<file path="src/rtl/bsd_pkg.sv">
package bsd_pkg;
  typedef enum logic {
    RATE_SINGLE = 1'b0,
    RATE_PAIR   = 1'b1
  } rate_t;

  function automatic int cnt_bits(input int word_w);
    return $clog2(word_w) + 1;
  endfunction
endpackage

</file>
<file path="src/rtl/bsd_sync_edge.sv">
module bsd_sync_edge #(
  parameter int STAGES = 2
) (
  input  logic clk,
  input  logic rst,
  input  logic async_in,
  output logic rise_evt
);
  // pipe[0..STAGES-1] synchronize; pipe[STAGES] remembers the previous level
  logic [STAGES:0] pipe;

  always_ff @(posedge clk) begin
    if (rst) pipe <= '0;
    else     pipe <= {pipe[STAGES-1:0], async_in};
  end

  assign rise_evt = pipe[STAGES-1] & ~pipe[STAGES];
endmodule

</file>
<file path="src/rtl/bsd_divider.sv">
module bsd_divider #(
  parameter int WORD_W = 4
) (
  input  logic clk,
  input  logic rst,
  input  logic hold,
  output logic clk_word,
  output logic clk_pair,
  output logic tc_word,
  output logic tc_pair
);
  localparam int CNT_W = bsd_pkg::cnt_bits(WORD_W);

  logic [CNT_W-1:0] cnt;

  always_ff @(posedge clk) begin
    if (rst)        cnt <= '0;
    else if (!hold) cnt <= cnt + 1'b1;
  end

  assign clk_word = cnt[CNT_W-2];
  assign clk_pair = cnt[CNT_W-1];
  assign tc_word  = (&cnt[CNT_W-2:0]) & ~hold;
  assign tc_pair  = (&cnt) & ~hold;
endmodule

</file>
<file path="src/rtl/bsd_shifter.sv">
module bsd_shifter #(
  parameter int WORD_W = 4
) (
  input  logic              clk,
  input  logic              rst,
  input  logic              din_a,
  input  logic              din_b,
  input  logic              sel_b,
  output logic [WORD_W-1:0] word_next,
  output logic              sout
);
  logic              ser_bit;
  logic [WORD_W-1:0] sh;

  assign ser_bit   = sel_b ? din_b : din_a;
  // newest bit enters at the top, so the oldest one ends up at index 0
  assign word_next = {ser_bit, sh[WORD_W-1:1]};

  always_ff @(posedge clk) begin
    if (rst) begin
      sh   <= '0;
      sout <= 1'b0;
    end else begin
      sh   <= word_next;
      sout <= ser_bit;
    end
  end
endmodule

</file>
<file path="src/rtl/bitslip_deser.sv">
module bitslip_deser #(
  parameter int WORD_W      = 4,
  parameter int SYNC_STAGES = 2
) (
  input  logic              clk,
  input  logic              rst,
  input  logic              din_a,
  input  logic              din_b,
  input  logic              sel_b,
  input  logic              mode8,
  input  logic              sync_req,
  output logic              sout,
  output logic [WORD_W-1:0] q,
  output logic              clk_div_word,
  output logic              clk_div_pair
);
  import bsd_pkg::*;

  logic              skip_evt;
  logic              tc_word;
  logic              tc_pair;
  logic              word_load;
  logic [WORD_W-1:0] word_next;
  rate_t             rate;

  bsd_sync_edge #(.STAGES(SYNC_STAGES)) u_sync (
    .clk      (clk),
    .rst      (rst),
    .async_in (sync_req),
    .rise_evt (skip_evt)
  );

  bsd_divider #(.WORD_W(WORD_W)) u_div (
    .clk      (clk),
    .rst      (rst),
    .hold     (skip_evt),
    .clk_word (clk_div_word),
    .clk_pair (clk_div_pair),
    .tc_word  (tc_word),
    .tc_pair  (tc_pair)
  );

  bsd_shifter #(.WORD_W(WORD_W)) u_shift (
    .clk       (clk),
    .rst       (rst),
    .din_a     (din_a),
    .din_b     (din_b),
    .sel_b     (sel_b),
    .word_next (word_next),
    .sout      (sout)
  );

  assign rate      = rate_t'(mode8);
  assign word_load = (rate == RATE_PAIR) ? tc_pair : tc_word;

  always_ff @(posedge clk) begin
    if (rst)            q <= '0;
    else if (word_load) q <= word_next;
  end
endmodule

</file>
<file path="config.mk">
export PLATFORM = sky130hd
export DESIGN_NAME = bitslip_deser
export DESIGN_NICKNAME = d
export VERILOG_FILES = /design/src/rtl/bsd_pkg.sv /design/src/rtl/bsd_sync_edge.sv /design/src/rtl/bsd_divider.sv /design/src/rtl/bsd_shifter.sv /design/src/rtl/bitslip_deser.sv
export SDC_FILE = /design/constraint.sdc
export NUM_CORES = 1
export LEC_CHECK = 0
export BUFFER_PORTS_ARGS = -buffer_cell sky130_fd_sc_hd__buf_4
export CELL_PAD_IN_SITES_DETAIL_PLACEMENT = 1
export CELL_PAD_IN_SITES_GLOBAL_PLACEMENT = 1
export CORE_MARGIN = 4
export CORE_UTILIZATION = 40
export CTS_BUF_LIST = sky130_fd_sc_hd__clkbuf_4 sky130_fd_sc_hd__clkbuf_8
export CTS_CLUSTER_DIAMETER = 80
export DETAILED_ROUTE_END_ITERATION = 6
export GPL_ROUTABILITY_DRIVEN = 0
export GPL_TIMING_DRIVEN = 0
export PLACE_DENSITY_LB_ADDON = 0.08
export REMOVE_ABC_BUFFERS = 1
export SLEW_MARGIN = 5
export SYNTH_ARGS = -nofsm -noshare
export SYNTH_HDL_FRONTEND = slang
export SYNTH_HIERARCHICAL = 1
export SYNTH_SLANG_ARGS = --single-unit
</file>
<file path="constraint.sdc">
create_clock -name clk -period 1.65 [get_ports clk]
set_input_delay 0.0825 -clock clk [delete_from_list [all_inputs] [get_ports clk]]
set_output_delay 0.0825 -clock clk [all_outputs]
set_load 0.02 [all_outputs]
</file>
Yosys cells after proc, flatten, opt, wreduce, memory -nomap -nowiden
Index checks and enable logic that the tools add are counted.
- bits in registers: 15
- output and inout port bits: 7
- logic and storage cells: 15
- input bits: 7
- reductions and logical operators: 2
- bitwise gates (word level): 5
- $add $sub $neg: 1
- muxes and demuxes: 2
- operators with widths (operator ; count):
    $add A3 B1 Y3 const B ; 1
    $and A1 B1 Y1 ; 3
    $reduce_and A3 Y1 ; 1
    $mux W1 ; 2
    $not A1 Y1 ; 2
    $reduce_and A2 Y1 ; 1

Depth between registers and ports, before layout
Gate-level depths: netlist of run 1.
- word-level depth: 5
- gate-level depth with buffers: 5
- depth with buffers taken out: 5

Modules after synthesis
The synthesis of run 1 kept the hierarchy.
- modules (own cells, without submodules) (module ; seq. area each (um2) ; instances ; area each (um2) ; cells each):
    bitslip_deser ; 80.1 ; 1 ; 192.7 ; 17
    bsd_divider ; 60.1 ; 1 ; 142.6 ; 13
    bsd_shifter ; 60.1 ; 1 ; 116.4 ; 9
    bsd_sync_edge ; 60.1 ; 1 ; 87.6 ; 7

Worst setup path after synthesis of run 1
Ideal clock, no wire load.
- path kind: flip-flop to flip-flop
- start: register u_div.cnt[1]
- end: register q[0]
- path buffers: 0
- arrival time: 1.347 ns
- cell stages (with the launch flop): 6
- data required time: 1.578 ns
- path slack: 0.231 ns
- library setup time: 0.072 ns
- period minus slack after synthesis: 1.419 ns
- path through: dfxtp_1 > ha_1 > ha_1 > and2b_2 > mux2i_4 > mux2i_1
- word-level cells in the longest chain between the ends: 3
- elaborated cells between the ends (all ways): 5
- classes of those cells: mux (1); bitwise (2); reduce/logical (2)
- RTL lines (item ; line ; text):
    start, declared ; bsd_divider.sv:14 ; logic [CNT_W-1:0] cnt;
    start signal, assigned ; bsd_divider.sv:18 ; else if (!hold) cnt <= cnt + 1'b1;
    $reduce_and A3 Y1 ; bsd_divider.sv:24 ; assign tc_pair = (&cnt) & ~hold;
    $and A1 B1 Y1 ; bsd_divider.sv:24 ;
    net tc_pair ; bitslip_deser.sv:21 ; logic tc_pair;
    $mux W1 ; bitslip_deser.sv:54 ; assign word_load = (rate == RATE_PAIR) ? tc_pair : tc_word;
    end signal, assigned ; bitslip_deser.sv:58 ; else if (word_load) q <= word_next;
    end, declared ; bitslip_deser.sv:13 ; output logic [WORD_W-1:0] q,
The timed path passes the listed nets, and every way through them passes these cells.
A chain may end at the register's enable or synchronous reset.

Worst setup path in the final report of run 1
- start: register u_div.cnt[1]
- end: register q[1]
Same word-level chain as after synthesis.

==> key figures, run 1 <==
Status
  – Status: complete, no violations

Drt
  – Drt total wl: around 930 µm
  – Post-DRT Antenna Nets: 0
  – Via count: approximately 360
  – WL/cell: around 12 µm
  – Residual DRC: 0
  – Vias/cell: approximately 4.8
  – Iter 0 DRT Violations: 1
  – Drt pass-1 iters: 4

Setup path
  – WS Path Type: flop to flop
  – Capturing point of the worst reg2reg path: q[1]$_SDFFE_PP0P_
  – Worst Path Required: roughly 1.9 ns
  – Critical path peak fanout: 4
  – FF-to-FF setup slack: 0.19 ns
  – Worst Path Arrival: approximately 1.7 ns
  – Worst Reg-to-Reg Cells: 5
  – Crit path capture type: flop
  – Startpoint Class: flop
  – Worst r2r src: u_div/cnt[1]$_SDFFE_PP0N_

Clock network
  – Clock latency at the later pin of the worst-skew pair: ~0.28 ns
  – Clock transition at path regs: about 0.080 ns
  – H-tree Lvls: 1
  – Postcts setup bufs: 0
  – Post-CTS Hold Buffers: 1
  – TritonCTS clock tree: built
  – Worst-case clock buffer depth: 2
  – Clock Sinks: 13
  – Cts bufs inserted: 3
  – Resized Gates After CTS: 0
  – CTS root buf: clkbuf_4

Floorplanning
  – IO Count: 14
  – Chip Width: roughly 45 µm
  – Die ar.: about 2000 µm²
  – Die height: roughly 45 µm
  – Row cnt: 12
  – Initial Util: 45.5%
  – Core box area: 1190 µm²

Global route
  – Initial antenna violation count: 0
  – Largest net degree at the start of global routing: 18
  – Total gr overflow: 0
  – Number of global-route vias before repair: between 300 and 400
  – Gr usage total: 11.6%
  – First-pass GRT wire length: 1.58 mm

Timing
  – Setup TNS: 0 ns
  – Fmax: 685 MHz
  – Max-slew headroom: slightly above 80%
  – Fin crit share: about nine tenths
  – Post-layout min period: ~1.5 ns
  – Worst Tran Pin Value: 0.262 ns
  – Hold violation total from the final report: 0
  – Worst setup margin: 0.191 ns
  – Pins Over Slew Limit: 0
  – Clk_skew: roughly 0.0026 ns
  – RSZ-0062 raised after global routing: no
  – Final setup fails: 0

Cells and area
  – Final Core Density: 57.1%
  – Storage cell area: 260 µm²
  – Cell area after layout: roughly 680 µm²
  – Share of cells above drive strength 1: a little under two fifths
  – Final layout net count: just over 70
  – Antenna cells: 0
  – Synthesis-to-layout area growth: 25.5%
  – Footprint of the multi-input gates: roughly 260 µm²
  – Fin cells: 76
  – Fillers: 135

Place
  – Worst slack, placed: about 0.19 ns
  – Post-Place Cells: 71
  – Port bufs: 13
  – Dpl cell area: around 640 µm²

Logic synthesis
  – Yosys Warn Count: 6
  – Synth Area in Compound Gates: 0%
  – Synth top area share: between 40% and 50%
  – Largest family of logic cells by synthesized area: simple AND/OR/NAND/NOR gates
  – Multiplexer share of the synthesized area: 18.1%
  – Area contributors post-synth: dfxtp_1 48%, mux2i_1 11%, nand2b_1 9.3%
  – Top_reg_cell synth: dfxtp_1
  – Distinct cell type count after synthesis: 13
  – Leading area contributor after synthesis: dfxtp_1
  – Post-synthesis simple-gate area fraction: about a quarter
  – Cell Area, Synth: roughly 540 µm²
  – Most common cell in the netlist: dfxtp_1
  – Commonest cells post-synth: 13 x dfxtp_1, 8 x nand2b_1, 6 x mux2i_1
  – Post-synthesis average cell area: approximately 12 µm²
  – Synth async-reset ratio: 0%
  – Syn Inst Count: 46
  – Post-synthesis adder-cell area fraction: 4.64%
  – EDFF count, synth: 0
  – Sequential area share after synthesis: around 48%
  – FF+latch count, synth: 13
  – XOR/XNOR share of the synthesized area: 1.62%

Power and ir drop
  – Leak pwr: ~0.33 nW
  – Worst VDD drop: approximately 0.64 mV
  – Power per Cell Area: 921 nW/µm²

Min path
  – Hold path cells: 2
  – Worst hold start: rst
  – WHS Endpoint: u_shift/sout$_SDFF_PP0_
  – Type of the worst min-delay path: primary input to flop

Flow run
  – Max Cap Viol: 0
## metrics by stage
stage	total power, mW	hold slack, ns
floorplan	0.394	0.147
global placement	0.425	0.298
detailed placement	0.433	0.301
CTS	0.641	0.0626
global route	0.669	0.0694
finish	0.624	0.0735
## cell families (layout without fill, tap and decap cells)
logic type	count (synthesis)	after routing
XOR/XNOR	1	1
flip-flops	13	13
AND/OR/NAND/NOR	20	20
multiplexers	8	8
buffers and inverters	2	18
adder cells (fa/ha/maj)	2	2
## where the power goes
part           internal, mW  switching (mW)  total (mW)
logic                0.0479          0.0389      0.0868
clock network        0.0899           0.108       0.197
registers             0.329          0.0101       0.339
total                 0.467           0.157       0.624
## sequential cells by signal, indices dropped and copies added, names as in the netlist
register,flops
q,4
u_div/cnt,3
u_sync/pipe,3
u_shift/sh,2
u_shift/sout,1
## per-layer routing
| layer | wire (µm) | track usage, % | vias to the layer above |
|---|---|---|---|
| met5 | 0 | 0 | - |
| met1 | 356 | 12.2 | 167 |
| met4 | 17 | 5.42 | 0 |
| li1 | - | - | 178 |
| met3 | 89 | 5.98 | 2 |
| met2 | 469 | 18.9 | 15 |
## cell usage in the layout (no fill, tap or decap)
master and count:
and2b_2 2, buf_4 13, clkbuf_4 3, clkinv_2 1
dfxtp_1 13, dlygate4sd3_1 1, ha_1 2, mux2_4 1
mux2i_1 6, mux2i_4 1, nand2b_1 8, nor2_1 3
nor2b_1 5, nor2b_2 1, nor2b_4 1, xor2_1 1
## worst max-delay path, cell delays in order (launching register included)
cell	delay (ns)
dfxtp_1	0.33
ha_1	0.21
ha_1	0.18
and2b_2	0.20
mux2i_4	0.24
mux2i_1	0.22
## worst max-delay path by stage
stage	slack (ns)	from	cells past startpoint	endpoint
final	0.19	u_div/cnt[1]$_SDFFE_PP0N_	5	q[1]$_SDFFE_PP0P_
after global routing	0.11	u_div/cnt[1]$_SDFFE_PP0N_	5	q[1]$_SDFFE_PP0P_
after CTS	0.16	u_div/cnt[1]$_SDFFE_PP0N_	5	q[1]$_SDFFE_PP0P_
after detailed placement	0.19	u_div/cnt[1]$_SDFFE_PP0N_	5	q[1]$_SDFFE_PP0P_
after global placement	0.26	u_div/cnt[1]$_SDFFE_PP0N_	5	q[2]$_SDFFE_PP0P_
after floorplan	0.23	u_div/cnt[1]$_SDFFE_PP0N_	5	q[0]$_SDFFE_PP0P_
## layout make-up
type,count,share of cell area [%]
Clock buffer,3,3.33
Clock inverter,1,0.739
Multi-Input combinational cell,31,39.0
Sequential cell,13,38.4
Tap cell,14,2.59
Timing Repair Buffer,14,15.9
Power figures use the tool's default switching activity.
==> run 2: changes to the inputs <==
--- a/config.mk
+++ b/config.mk
@@ -5,11 +5,12 @@
 export SDC_FILE = /design/constraint.sdc
 export NUM_CORES = 1
 export LEC_CHECK = 0
+export ABC_AREA = 1
 export BUFFER_PORTS_ARGS = -buffer_cell sky130_fd_sc_hd__buf_4
 export CELL_PAD_IN_SITES_DETAIL_PLACEMENT = 1
 export CELL_PAD_IN_SITES_GLOBAL_PLACEMENT = 1
 export CORE_MARGIN = 4
-export CORE_UTILIZATION = 40
+export CORE_UTILIZATION = 36
 export CTS_BUF_LIST = sky130_fd_sc_hd__clkbuf_4 sky130_fd_sc_hd__clkbuf_8
 export CTS_CLUSTER_DIAMETER = 80
 export DETAILED_ROUTE_END_ITERATION = 6
==> key figures, run 2 <==
Setup path
  – WS Path Type: flop to flop
  – Worst Path Required: 1.83 ns
  – Startpoint Class: flop
  – CP max stage cell: dfxtp_1
  – Crit-path max cell delay: around 0.37 ns
  – FF-to-FF setup slack: ~0.35 ns
  – Worst path cell trace: ha_1 > ha_1 > inv_1 > nor2_1 > inv_1 > nand2_1 > nand3_1 > nand2_1 > nor2_1
  – Critical path peak fanout: 4
  – Worst r2r src: u_div/cnt[0]$_SDFFE_PP0N_
  – Capturing point of the worst reg2reg path: q[0]$_SDFFE_PP0P_
  – Critical Path Start: u_div/cnt[0]$_SDFFE_PP0N_
  – CP top delay family: simple AND/OR/NAND/NOR gates
  – Worst Path Arrival: 1.47 ns
  – Crit path depth: 9
  – WP buf/inv: 2
  – Crit path capture type: flop
  – Crit path to: q[0]$_SDFFE_PP0P_
  – Worst Reg-to-Reg Cells: 9

Place
  – Port bufs: 13
  – DP Wirelength: approximately 830 µm

Logic synthesis
  – Area contributors post-synth: dfxtp_1 46%, nor2_1 15%, inv_1 14%
  – Cell Area, Synth: 567 µm²
  – Yosys Warn Count: 6
  – Leading area contributor after synthesis: dfxtp_1
  – Sequential area share after synthesis: 45.9%
  – Most common cell in the netlist: nor2_1
  – Top_reg_cell synth: dfxtp_1
  – FF+latch count, synth: 13
  – Post-synthesis average cell area: 6.75 µm²
  – Synth top area share: 45.9%
  – EDFF count, synth: 0
  – Commonest cells post-synth: 22 x nor2_1, 21 x inv_1, 15 x nand2_1
  – Syn Inst Count: 84
  – Distinct cell type count after synthesis: 11
  – Synth async-reset ratio: 0%

Floorplanning
  – Chip Width: between 40 and 50 µm
  – Die height: about 48 µm
  – Initial Util: around two fifths
  – Die ar.: 2270 µm²
  – Core box area: 1490 µm²
  – IO Count: 14
  – Row cnt: 14

Min path
  – Type of the worst min-delay path: primary input to flop

Power and ir drop
  – Leak pwr: between 0.3 and 0.4 nW
  – Power per Cell Area: 928 nW/µm²
  – P_int: around 0.49 mW
  – Sw frac: between 20 and 30%
  – Combinational fraction of design power: 15.7%
  – Sequential Power Share: 51.8%
  – Power Total: roughly 0.66 mW
  – P_sw: roughly 0.17 mW
  – Clock group share of total power: between 30% and 40%
  – Worst VDD drop: ~0.40 mV

Drt
  – Drt pass-1 iters: 2
  – Vias/cell: about 4.4
  – Drt total wl: 1.00 mm
  – Via count: 505
  – Iter 0 DRT Violations: 3
  – Residual DRC: 0
  – Post-DRT Antenna Nets: 0
  – WL/cell: about 8.6 µm

Timing
  – Pins Over Slew Limit: 0
  – RSZ-0062 raised after global routing: no
  – Max-slew headroom: roughly 69%
  – Worst Tran Pin Value: ~0.47 ns
  – Post-layout min period: between 1 and 1.5 ns
  – Fin crit share: between 70% and 80%
  – Clk_skew: between 0.003 and 0.004 ns
  – Hold violation total from the final report: 0
  – Final setup fails: 0
  – Setup TNS: 0 ns
  – Fmax: a little under 800 MHz

Clock network
  – TritonCTS clock tree: built
  – Cts bufs inserted: 3
  – Clock Sinks: 13
  – CTS root buf: clkbuf_4
  – Clock transition at path regs: 0.08 ns
  – H-tree Lvls: 1
  – Clock latency at the later pin of the worst-skew pair: between 0.2 and 0.3 ns
  – Postcts setup bufs: 0
  – Worst-case clock buffer depth: 2

Cells and area
  – Most frequent cells in the layout: 22 x nor2_1, 21 x inv_1, 15 x nand2_1
  – Final Core Density: 47.6%
  – Antenna cells: 0
  – Commonest non-fill, non-tap cell in the layout: nor2_1
  – Final layout net count: 110
  – Fillers: 207
  – Share of cells above drive strength 1: about 22%
  – Biggest register: q
  – Top flop regs: q (4), u_div/cnt (3), u_sync/pipe (3)
  – Synthesis-to-layout area growth: 25.2%
  – Number of flip-flops in the largest register: 4

Global route
  – Number of global-route vias before repair: about 490
  – Gr usage total: about an eighth
  – Initial antenna violation count: 0
  – First-pass GRT wire length: ~1.9 mm
  – Largest net degree at the start of global routing: 9
  – Total gr overflow: 0

Status
  – Status: complete, no violations

Flow run
  – Max Cap Viol: 0
[run 2: cell count changes after synthesis, moves of 2 or more]
cell / change
and2b_2: -2
inv_1: +21
inv_2: +2
mux2i_1: -6
nand2_1: +15
nand2b_1: -8
nand3_1: +4
nor2_1: +19
nor2b_1: -5
[run 2: power groups by stage]
stage	logic [mW]	clock network, mW	registers [mW]
after global placement	0.101	0	0.349
after detailed placement	0.104	0	0.349
after CTS	0.107	0.227	0.342
after floorplan	0.0504	0	0.361
after global routing	0.122	0.241	0.345
final	0.104	0.213	0.341
[run 2: routing by layer]
| layer | vias up | GRT usage [%] | routed length [µm] |
|---|---|---|---|
| met2 | 12 | 19.3 | 457 |
| met4 | 0 | 11.3 | 31 |
| met3 | 4 | 3.76 | 69 |
| met5 | - | 0 | 0 |
| met1 | 219 | 13.2 | 441 |
| li1 | 270 | - | - |
[run 2: how the worst min path moves through the flow]
stage | startpoint | to | slack (ns) | cells past startpoint
detailed placement | sync_req | u_sync/pipe[0]$_SDFF_PP0_ | 0.30 | 3
global route | rst | u_shift/sh[2]$_SDFF_PP0_ | 0.02 | 2
floorplan | rst | u_shift/sout$_SDFF_PP0_ | 0.15 | 1
global placement | sync_req | u_sync/pipe[0]$_SDFF_PP0_ | 0.29 | 3
CTS | rst | u_sync/pipe[0]$_SDFF_PP0_ | 0.01 | 2
finish | rst | u_shift/sout$_SDFF_PP0_ | 0.03 | 2
[run 2: through the flow]
stage	instances	hold WS (ns)	setup slack, ns	instance area [µm²]
after floorplan	82	0.149	0.331	552
after global placement	111	0.288	0.354	669
after detailed placement	111	0.299	0.337	669
after CTS	116	0.0145	0.284	709
after global routing	116	0.0230	0.0859	709
final	116	0.0268	0.354	709
[run 2: area by class of cell]
class                      instances  area, µm²  share of cell area [%]
clock buffer                       4       30.0                    4.23
inverter                          23       86.3                    12.2
multi-input combinational         46        205                    28.9
sequential                        13        260                    36.7
tap                               16       20.0                    2.82
timing repair buffer              14        108                    15.2
[run 2: cells by family (layout without fill, tap and decap cells)]
logic type	after synthesis	count (layout)	share of synthesized area (%)
adders and majority gates	2	2	4.41
and+or+nand+nor	43	43	30.2
DFF	13	13	45.9
buffers and inverters	25	41	17.9
AOI/OAI and AO/OA	1	1	1.55
[run 2: timing repair]
item | in CTS | in global routing
resized for setup | 0 | 0
setup endpoints to repair | 0 | 0
hold buffers | 1 | 0
endpoints found under the hold margin | 1 | 0
==> run 3: changes to the inputs <==
--- a/config.mk
+++ b/config.mk
@@ -10,7 +10,7 @@
 export CELL_PAD_IN_SITES_DETAIL_PLACEMENT = 1
 export CELL_PAD_IN_SITES_GLOBAL_PLACEMENT = 1
 export CORE_MARGIN = 4
-export CORE_UTILIZATION = 36
+export CORE_UTILIZATION = 33
 export CTS_BUF_LIST = sky130_fd_sc_hd__clkbuf_4 sky130_fd_sc_hd__clkbuf_8
 export CTS_CLUSTER_DIAMETER = 80
 export DETAILED_ROUTE_END_ITERATION = 6
==> constraint.sdc (replaced) <==
create_clock -name clk -period 1.11 [get_ports clk]
set_input_delay 0.0555 -clock clk [delete_from_list [all_inputs] [get_ports clk]]
set_output_delay 0.0555 -clock clk [all_outputs]
set_load 0.02 [all_outputs]
==> key figures, run 3 (synthesis gave the netlist of run 2 again) <==
Global route
  – Number of global-route vias before repair: ~500
  – Total gr overflow: 0
  – Gr usage total: a little over a tenth
  – Initial antenna violation count: 0
  – First-pass GRT wire length: 1.94 mm
  – Largest net degree at the start of global routing: 9

Timing
  – Fin crit share: 103%
  – Worst Tran Pin Value: 0.186 ns
  – Pins Over Slew Limit: 0
  – RSZ-0062 raised after global routing: yes
  – Clk_skew: 0.00108 ns
  – Hold violation total from the final report: 0
  – WHS: between 0.05 and 0.06 ns
  – Setup TNS: -0.112 ns
  – Post-layout min period: 1.14 ns
  – Final setup fails: 4
  – Fmax: 875 MHz
  – Worst setup margin: -0.0327 ns
  – Max-slew headroom: between 80 and 90%

Floorplanning
  – Die ar.: between 2000 and 2500 µm²
  – Core box area: about 1600 µm²
  – IO Count: 14
  – Initial Util: between 30% and 40%
  – Chip Width: just under 50 µm
  – Row cnt: 14
  – Die height: around 49 µm

Setup path
  – Critical path peak fanout: 4
  – Worst Path Required: between 1 and 1.5 ns
  – WS Path Type: flop to flop
  – Worst Reg-to-Reg Cells: 9
  – Capturing point of the worst reg2reg path: q[1]$_SDFFE_PP0P_
  – Startpoint Class: flop
  – Worst r2r src: u_div/cnt[1]$_SDFFE_PP0N_
  – Worst Path Arrival: approximately 1.3 ns
  – FF-to-FF setup slack: -0.03 ns
  – Crit path capture type: flop

Cells and area
  – Biggest register: q
  – Synthesis-to-layout area growth: 45.5%
  – Share of cells above drive strength 1: just under 40%
  – Footprint of the multi-input gates: around 280 µm²
  – Commonest non-fill, non-tap cell in the layout: nor2_1
  – Top flop regs: q (4), u_div/cnt (3), u_sync/pipe (3)
  – Antenna cells: 0
  – Storage cell area: around 260 µm²
  – Fillers: ~210
  – Most frequent cells in the layout: 20 x nor2_1, 19 x inv_1, 17 x buf_4
  – Final layout net count: about 120
  – Number of flip-flops in the largest register: 4

Min path
  – Type of the worst min-delay path: primary input to flop
  – Worst hold start: sel_b
  – Hold path cells: 4
  – WHS Endpoint: u_shift/sout$_SDFF_PP0_

Power and ir drop
  – Power per Cell Area: between 1000 and 1500 nW/µm²
  – Worst VDD drop: slightly below 1 mV
  – Leak pwr: slightly above 0.4 nW
  – Power Total: ~1.0 mW

Place
  – DP Wirelength: roughly 760 µm
  – Port bufs: 13

Clock network
  – H-tree Lvls: 1
  – Clock transition at path regs: roughly 0.08 ns
  – Worst-case clock buffer depth: 2
  – Clock latency at the later pin of the worst-skew pair: roughly 0.27 ns
  – Cts bufs inserted: 3
  – CTS root buf: clkbuf_4
  – TritonCTS clock tree: built
  – Clock Sinks: 13

Drt
  – Iter 0 DRT Violations: 2
  – Post-DRT Antenna Nets: 0
  – Drt pass-1 iters: 4
  – WL/cell: between 8 and 9 µm
  – Vias/cell: between 4 and 5
  – Via count: ~520
  – Drt total wl: between 1 and 1.5 mm
  – Residual DRC: 0

Status
  – Status: complete, but fails checks
  – Violated checks: setup timing

Flow run
  – Max Cap Viol: 0
==> run 3: layer usage <==
metal	wire (µm)	up-vias	global-route usage (%)
met3	77	4	3.98
met2	445	14	16.1
met4	31	0	6.91
met1	519	219	12.2
li1	-	278	-
met5	0	-	0
==> run 3: cell type report <==
cell class | instances | area share (%)
multi-input combinational | 46 | 33.7
sequential | 13 | 31.9
timing repair buffer | 19 | 17.9
inverter | 23 | 10.5
clock buffer | 4 | 3.64
tap | 16 | 2.43
==> run 3: timing repair <==
| action | 4_1_cts | 5_1_grt |
|---|---|---|
| setup buffers | 2 | 2 |
| endpoints found under the setup margin | 4 | 4 |
| hold buffers | 2 | 0 |
| resized for setup | 15 | 5 |
| hold endpoints to repair | 2 | 0 |
| pin swaps | 6 | 5 |
==> run 3: per-stage QoR <==
stage / instance area (µm²) / utilization [%] / setup slack, ns / std cells
finish: 825 / 52.9 / -0.0327 / 121
global route: 825 / 52.9 / -0.120 / 121
CTS: 795 / 51.0 / -0.110 / 119
detailed placement: 669 / 42.9 / -0.195 / 111
global placement: 669 / 42.9 / -0.198 / 111
floorplan: 552 / - / -0.209 / 82
==> run 3: power breakdown <==
part | switching (mW) | internal (mW)
logic | 0.103 | 0.0949
registers | 0.0190 | 0.494
clock network | 0.158 | 0.164
total | 0.280 | 0.753
==> run 3: worst max path at each step <==
stage | endpoint | startpoint | cells past startpoint | slack [ns]
after floorplan | q[0]$_SDFFE_PP0P_ | u_div/cnt[1]$_SDFFE_PP0N_ | 9 | -0.21
after global placement | q[3]$_SDFFE_PP0P_ | u_sync/pipe[1]$_SDFF_PP0_ | 8 | -0.20
after detailed placement | q[3]$_SDFFE_PP0P_ | u_sync/pipe[1]$_SDFF_PP0_ | 8 | -0.19
after CTS | q[1]$_SDFFE_PP0P_ | u_div/cnt[0]$_SDFFE_PP0N_ | 9 | -0.11
after global routing | q[1]$_SDFFE_PP0P_ | u_div/cnt[1]$_SDFFE_PP0N_ | 9 | -0.12
final | q[1]$_SDFFE_PP0P_ | u_div/cnt[1]$_SDFFE_PP0N_ | 9 | -0.03
==> run 3: critical path, stage by stage, from the launching register on <==
cell and delay, ns:
dfxtp_2 0.36, ha_4 0.15, ha_4 0.12, inv_2 0.03
nor2_4 0.08, inv_2 0.05, nand2_4 0.08, nand3_2 0.07
nand2_1 0.07, nor2_1 0.04
